File: config.mk
export PLATFORM = sky130hd
export DESIGN_NAME = path_gain_round
export DESIGN_NICKNAME = d
export VERILOG_FILES = /design/src/rtl/path_gain_round.sv
export SDC_FILE = /design/constraint.sdc
export NUM_CORES = 1
export LEC_CHECK = 0
export BUFFER_PORTS_ARGS = -buffer_cell sky130_fd_sc_hd__buf_2
export CORE_MARGIN = 2
export CORE_UTILIZATION = 30
export DETAILED_ROUTE_END_ITERATION = 10
export GPL_ROUTABILITY_DRIVEN = 0
export PLACE_DENSITY = 0.5
export SLEW_MARGIN = 40
export SYNTH_ARGS = -nofsm -noshare
export SYNTH_HDL_FRONTEND = slang
export SYNTH_SLANG_ARGS = --single-unit
File: constraint.sdc
create_clock -name clk -period 15.41 [get_ports clk]
set_input_delay 3.082 -clock clk [delete_from_list [all_inputs] [get_ports clk]]
set_output_delay 3.082 -clock clk [all_outputs]
set_load 0.02 [all_outputs]
File: src/rtl/path_gain_round.sv
module path_gain_round #(
  parameter int IN_W     = 24,
  parameter int WIDE_W   = 22,
  parameter int NARROW_W = 16,
  parameter int SH_W     = 3,
  parameter int FIXED_SH = 3
) (
  input  logic                     clk,
  input  logic                     rst_n,
  input  logic                     in_valid,
  input  logic [SH_W-1:0]          in_shift,
  input  logic                     in_narrow,
  input  logic signed [IN_W-1:0]   in_ia,
  input  logic signed [IN_W-1:0]   in_qa,
  input  logic signed [IN_W-1:0]   in_ib,
  input  logic signed [IN_W-1:0]   in_qb,
  input  logic signed [IN_W-1:0]   in_ic,
  input  logic signed [IN_W-1:0]   in_id,
  output logic                     out_valid,
  output logic signed [WIDE_W-1:0] out_ia,
  output logic signed [WIDE_W-1:0] out_qa,
  output logic signed [WIDE_W-1:0] out_ib,
  output logic signed [WIDE_W-1:0] out_qb,
  output logic signed [WIDE_W-1:0] out_ic,
  output logic signed [WIDE_W-1:0] out_id
);
  localparam int NPATH    = 6;
  localparam int NSHIFTED = 4;
  localparam int EXT_W    = IN_W + (1 << SH_W) + 1;
  localparam int D_WIDE   = IN_W - WIDE_W;
  localparam int D_NARROW = IN_W - NARROW_W;

  localparam logic signed [EXT_W-1:0] HALF_WIDE   = EXT_W'(1) << (D_WIDE - 1);
  localparam logic signed [EXT_W-1:0] HALF_NARROW = EXT_W'(1) << (D_NARROW - 1);
  localparam logic signed [EXT_W-1:0] MAX_WIDE    = (EXT_W'(1) << (WIDE_W - 1)) - EXT_W'(1);
  localparam logic signed [EXT_W-1:0] MAX_NARROW  = (EXT_W'(1) << (NARROW_W - 1)) - EXT_W'(1);
  localparam logic signed [EXT_W-1:0] MIN_WIDE    = -MAX_WIDE - EXT_W'(1);
  localparam logic signed [EXT_W-1:0] MIN_NARROW  = -MAX_NARROW - EXT_W'(1);

  function automatic logic signed [WIDE_W-1:0] shape(
    input logic signed [IN_W-1:0] x,
    input logic [SH_W-1:0]        sh,
    input logic                   narrow
  );
    logic signed [EXT_W-1:0] v;
    logic signed [EXT_W-1:0] r;
    logic signed [EXT_W-1:0] hi;
    logic signed [EXT_W-1:0] lo;
    v  = {{(EXT_W-IN_W){x[IN_W-1]}}, x};
    v  = v <<< sh;
    if (narrow) begin
      r  = (v + HALF_NARROW) >>> D_NARROW;
      hi = MAX_NARROW;
      lo = MIN_NARROW;
    end else begin
      r  = (v + HALF_WIDE) >>> D_WIDE;
      hi = MAX_WIDE;
      lo = MIN_WIDE;
    end
    if (r > hi)      r = hi;
    else if (r < lo) r = lo;
    return r[WIDE_W-1:0];
  endfunction

  logic signed [IN_W-1:0]   path_in  [NPATH];
  logic signed [WIDE_W-1:0] path_nxt [NPATH];
  logic signed [WIDE_W-1:0] path_q   [NPATH];

  assign path_in[0] = in_ia;
  assign path_in[1] = in_qa;
  assign path_in[2] = in_ib;
  assign path_in[3] = in_qb;
  assign path_in[4] = in_ic;
  assign path_in[5] = in_id;

  for (genvar g = 0; g < NPATH; g++) begin : g_path
    if (g < NSHIFTED) begin : g_shifted
      assign path_nxt[g] = shape(path_in[g], in_shift, in_narrow);
    end else begin : g_fixed
      assign path_nxt[g] = shape(path_in[g], SH_W'(FIXED_SH), in_narrow);
    end

    always_ff @(posedge clk) begin
      if (!rst_n)        path_q[g] <= '0;
      else if (in_valid) path_q[g] <= path_nxt[g];
    end
  end

  always_ff @(posedge clk) begin
    if (!rst_n) out_valid <= 1'b0;
    else        out_valid <= in_valid;
  end

  assign out_ia = path_q[0];
  assign out_qa = path_q[1];
  assign out_ib = path_q[2];
  assign out_qb = path_q[3];
  assign out_ic = path_q[4];
  assign out_id = path_q[5];
endmodule

==> out/summary.md <==
• count of buffers inserted at the top-level ports: 283
• endpoints failing setup: 0
• post-synth top area share: 0.2010
• critical path buffer and inverter count: 2
• CTS tree: built
• detailed router's first-iteration violation count: 2322
• H-tree depth: 4
• crit-path most repeated cell: sky130_fd_sc_hd__nor2_1
• number of synthesized flops with an enable pin: 132
• combinational power share: 0.448
• Critical Path Slowest Stage Cell: sky130_fd_sc_hd__buf_4
• Initial Util: 0.3016
• Synthesized Nets: 2505
• worst supply voltage drop on vdd: 78.00 uV
• worst min-delay path startpoint: in_id[2]
• Resized Gates After CTS: 0
• io pins: 284
• Inserted Clock Buffers: 17
• total routing usage reported by global routing: 0.2118
• post-route clock period utilization: 0.6356
• buffer cell driving the clock tree root: sky130_fd_sc_hd__clkbuf_16
• critical path class: in2reg
• Worst Hold Class: in2reg
• Max-cap violations: 0
• post-synth design cell area: 0.01972 sq mm
• ys async rst share: 0
• unrepaired setup endpoints after global routing: false
• number of antenna violations at the first check in global routing: 12
• distinct cell type count after synthesis: 101
• sort of element at the end of the critical path: flip-flop
• run status: finished, final reports clean
• Clk pwr share: 0.263
• top_reg_cell synth: sky130_fd_sc_hd__edfxtp_1
• dominant cell type by area after synthesis: sky130_fd_sc_hd__edfxtp_1
• half-perimeter wire length of the detailed placement result: 57.92 mm
• Final #Nets: 2670
• number of buffers added for setup after CTS: 0
• share of total power in sequential cells: 0.289
• height of the die: 260.4 microns
• power density normalized to cell area: 69.29 mW/mm^2
• FMAX: 102.1 MHz
• total congestion overflow: 0
• final number of max-transition violations: 0
• sw power: 634.3 uW
• final wirelength: 74.27 mm
• layout cells sized above 1: 0.2250
• leading cell types in the layout, fill and taps excluded: 279 x sky130_fd_sc_hd__buf_2, 208 x sky130_fd_sc_hd__nand2_1, 167 x sky130_fd_sc_hd__nor2_1
• core region area: 0.06539 sq mm
• remaining number of nets flagged by the antenna check after routing: 0
• global-route wire length before repair: 112.4 mm
• Via Count: 19850
• synthesis-to-layout area growth: 13.02%
• Worst Setup Start Kind: primary input
• floorplan die width: 260.4 microns
• Internal Dissipation: 910.2 uW
• worst-margin pin slew: 0.8665 ns
• count of hold-fix buffers inserted at cts: 0
• flops & latches, synth: 133
• vias in the first global route: 18050
• routed length per placed instance: 22.14 microns
• Max Fanout on Critical Path: 72
• post-route setup TNS: 0 ns
• YS warnings: 0
• mean area per synthesized cell: 8.553 sq um
• net switching fraction of the power: 0.4107
• DRC errors left: 0
• total leakage power: 8.393 nW
• kind of cell adding the most delay to the critical path: simple AND/OR/NAND/NOR gates
• Synth Instances: 2306
• worst path cell trace: buf_6 -> buf_4 -> mux4_2 -> mux2_2 -> ha_1 -> nand3_1 -> and4bb_2 -> o211ai_1 -> nor2_1 -> xor2_1 -> a21boi_0 -> nor2_1 -> a21oi_1 -> ha_1 -> or4b_2 -> a2111o_1 -> nor4_1 -> nand4_1 -> nor2_1 -> nor3_2 -> o21a_1
• final design instance area without fill: 0.02229 sq mm
• total number of placement rows: 94
• Clk pin slew, worst setup/hold paths: 0.07 ns
• leading cell types by total area after synthesis: sky130_fd_sc_hd__edfxtp_1 20%, sky130_fd_sc_hd__mux4_2 11%, sky130_fd_sc_hd__mux2i_1 6.4%
• Tmin final: 9.794 ns
• Max Buffers Root-to-Sink: 2
• number of clock sinks seen by CTS: 133
• die footprint: 0.06781 sq mm
• most common library cell in the layout ignoring fill and taps: sky130_fd_sc_hd__buf_2
• first-pass detailed-route iteration total: 8
• critical path data arrival time: 10.01 ns
• fraction of the yosys area taken by sequential cells: 0.2020
• standard cell area after detailed placement: 0.02169 sq mm
• CP startpoint: in_shift[1]
• Max-slew headroom: 0.4202
• required time at the endpoint of the critical path: 15.63 ns
• post-detailed-route via-to-cell ratio: 5.919
• Worst path max stage delay: 0.75 ns
• maximum number of pins on one net before global-route repair: 124
• Hold Vio Cnt, Final: 0
==> metrics by stage <==
stage	hold WS (ns)	power (mW)	utilization	cells	setup WS, ns
after detailed placement	3.490	1.135	0.3317	3316	5.116
after global placement	3.484	1.130	0.3305	3314	5.156
after CTS	3.013	1.548	0.3404	3348	5.608
after floorplan	3.342	0.9210	-	2306	6.393
after global routing	3.058	1.628	0.3408	3353	5.229
final	3.039	1.545	0.3409	3354	5.616
==> state kept, by name, summed over array words and instances (netlist names) <==
name	count
out_valid	1
path_q	132
==> per-layer routing <==
layer,up-vias,track usage,share of wire
met1,9569,0.3231,0.48
met2,911,0.3037,0.43
met4,14,0.04952,0.014
met3,79,0.03982,0.082
met5,-,0,0.0012
li1,9280,-,-
==> tightest hold or removal path: cells and delay by family <==
family                 cells  cell delay (ns)
AO/OA/AOI/OAI              2             0.23
buffers and inverters      1             0.08
==> power groups by stage <==
| stage | combinational [mW] | sequential, mW | clock, mW |
|---|---|---|---|
| 6_report | 0.691 | 0.446 | 0.407 |
| 5_1_grt | 0.745 | 0.451 | 0.432 |
| 4_1_cts | 0.681 | 0.448 | 0.418 |
| 3_5_place_dp | 0.679 | 0.456 | 0 |
| 3_3_place_gp | 0.674 | 0.456 | 0 |
| 2_1_floorplan | 0.419 | 0.502 | 0 |
==> cell type report <==
cell class	count	area [sq um]
sequential	133	3984
clock buffer	17	425.4
fill	6904	43100
multi-input combinational	1957	14740
inverter	51	193.9
timing repair buffer	311	1707
antenna	6	15.01
clock inverter	15	143.9
tap	864	1081
==> cell usage after synthesis (48+ instances only) <==
cell type / instances
sky130_fd_sc_hd__a21oi_1: 164
sky130_fd_sc_hd__clkbuf_1: 68
sky130_fd_sc_hd__edfxtp_1: 132
sky130_fd_sc_hd__ha_1: 48
sky130_fd_sc_hd__inv_1: 49
sky130_fd_sc_hd__mux2_2: 57
sky130_fd_sc_hd__mux2i_1: 126
sky130_fd_sc_hd__mux4_2: 99
sky130_fd_sc_hd__nand2_1: 209
sky130_fd_sc_hd__nand3_1: 123
sky130_fd_sc_hd__nand4_1: 51
sky130_fd_sc_hd__nor2_1: 168
sky130_fd_sc_hd__nor3_1: 55
sky130_fd_sc_hd__o21ai_0: 110
sky130_fd_sc_hd__xnor2_1: 85
sky130_fd_sc_hd__xor2_1: 75
==> worst paths after layout <==
path / end / slack (ns) / cells past startpoint
setup / recovery: path_q[0][27] / 5.62 / 21
hold / removal: path_q[2][25] / 3.04 / 3
==> kinds of logic (layout without fill, tap and decap cells) <==
kind of cell | count (synthesis) | after routing | synth area share
buf+inv | 216 | 394 | 0.05335
xor+xnor | 160 | 160 | 0.07105
compound gates | 612 | 612 | 0.2095
flops | 133 | 133 | 0.2020
other cells | 0 | 6 | 0
simple gates | 854 | 854 | 0.2234
fa+ha+maj | 48 | 48 | 0.03045
mux | 283 | 283 | 0.2103
Note: power is estimated with default switching activity, not from simulation.
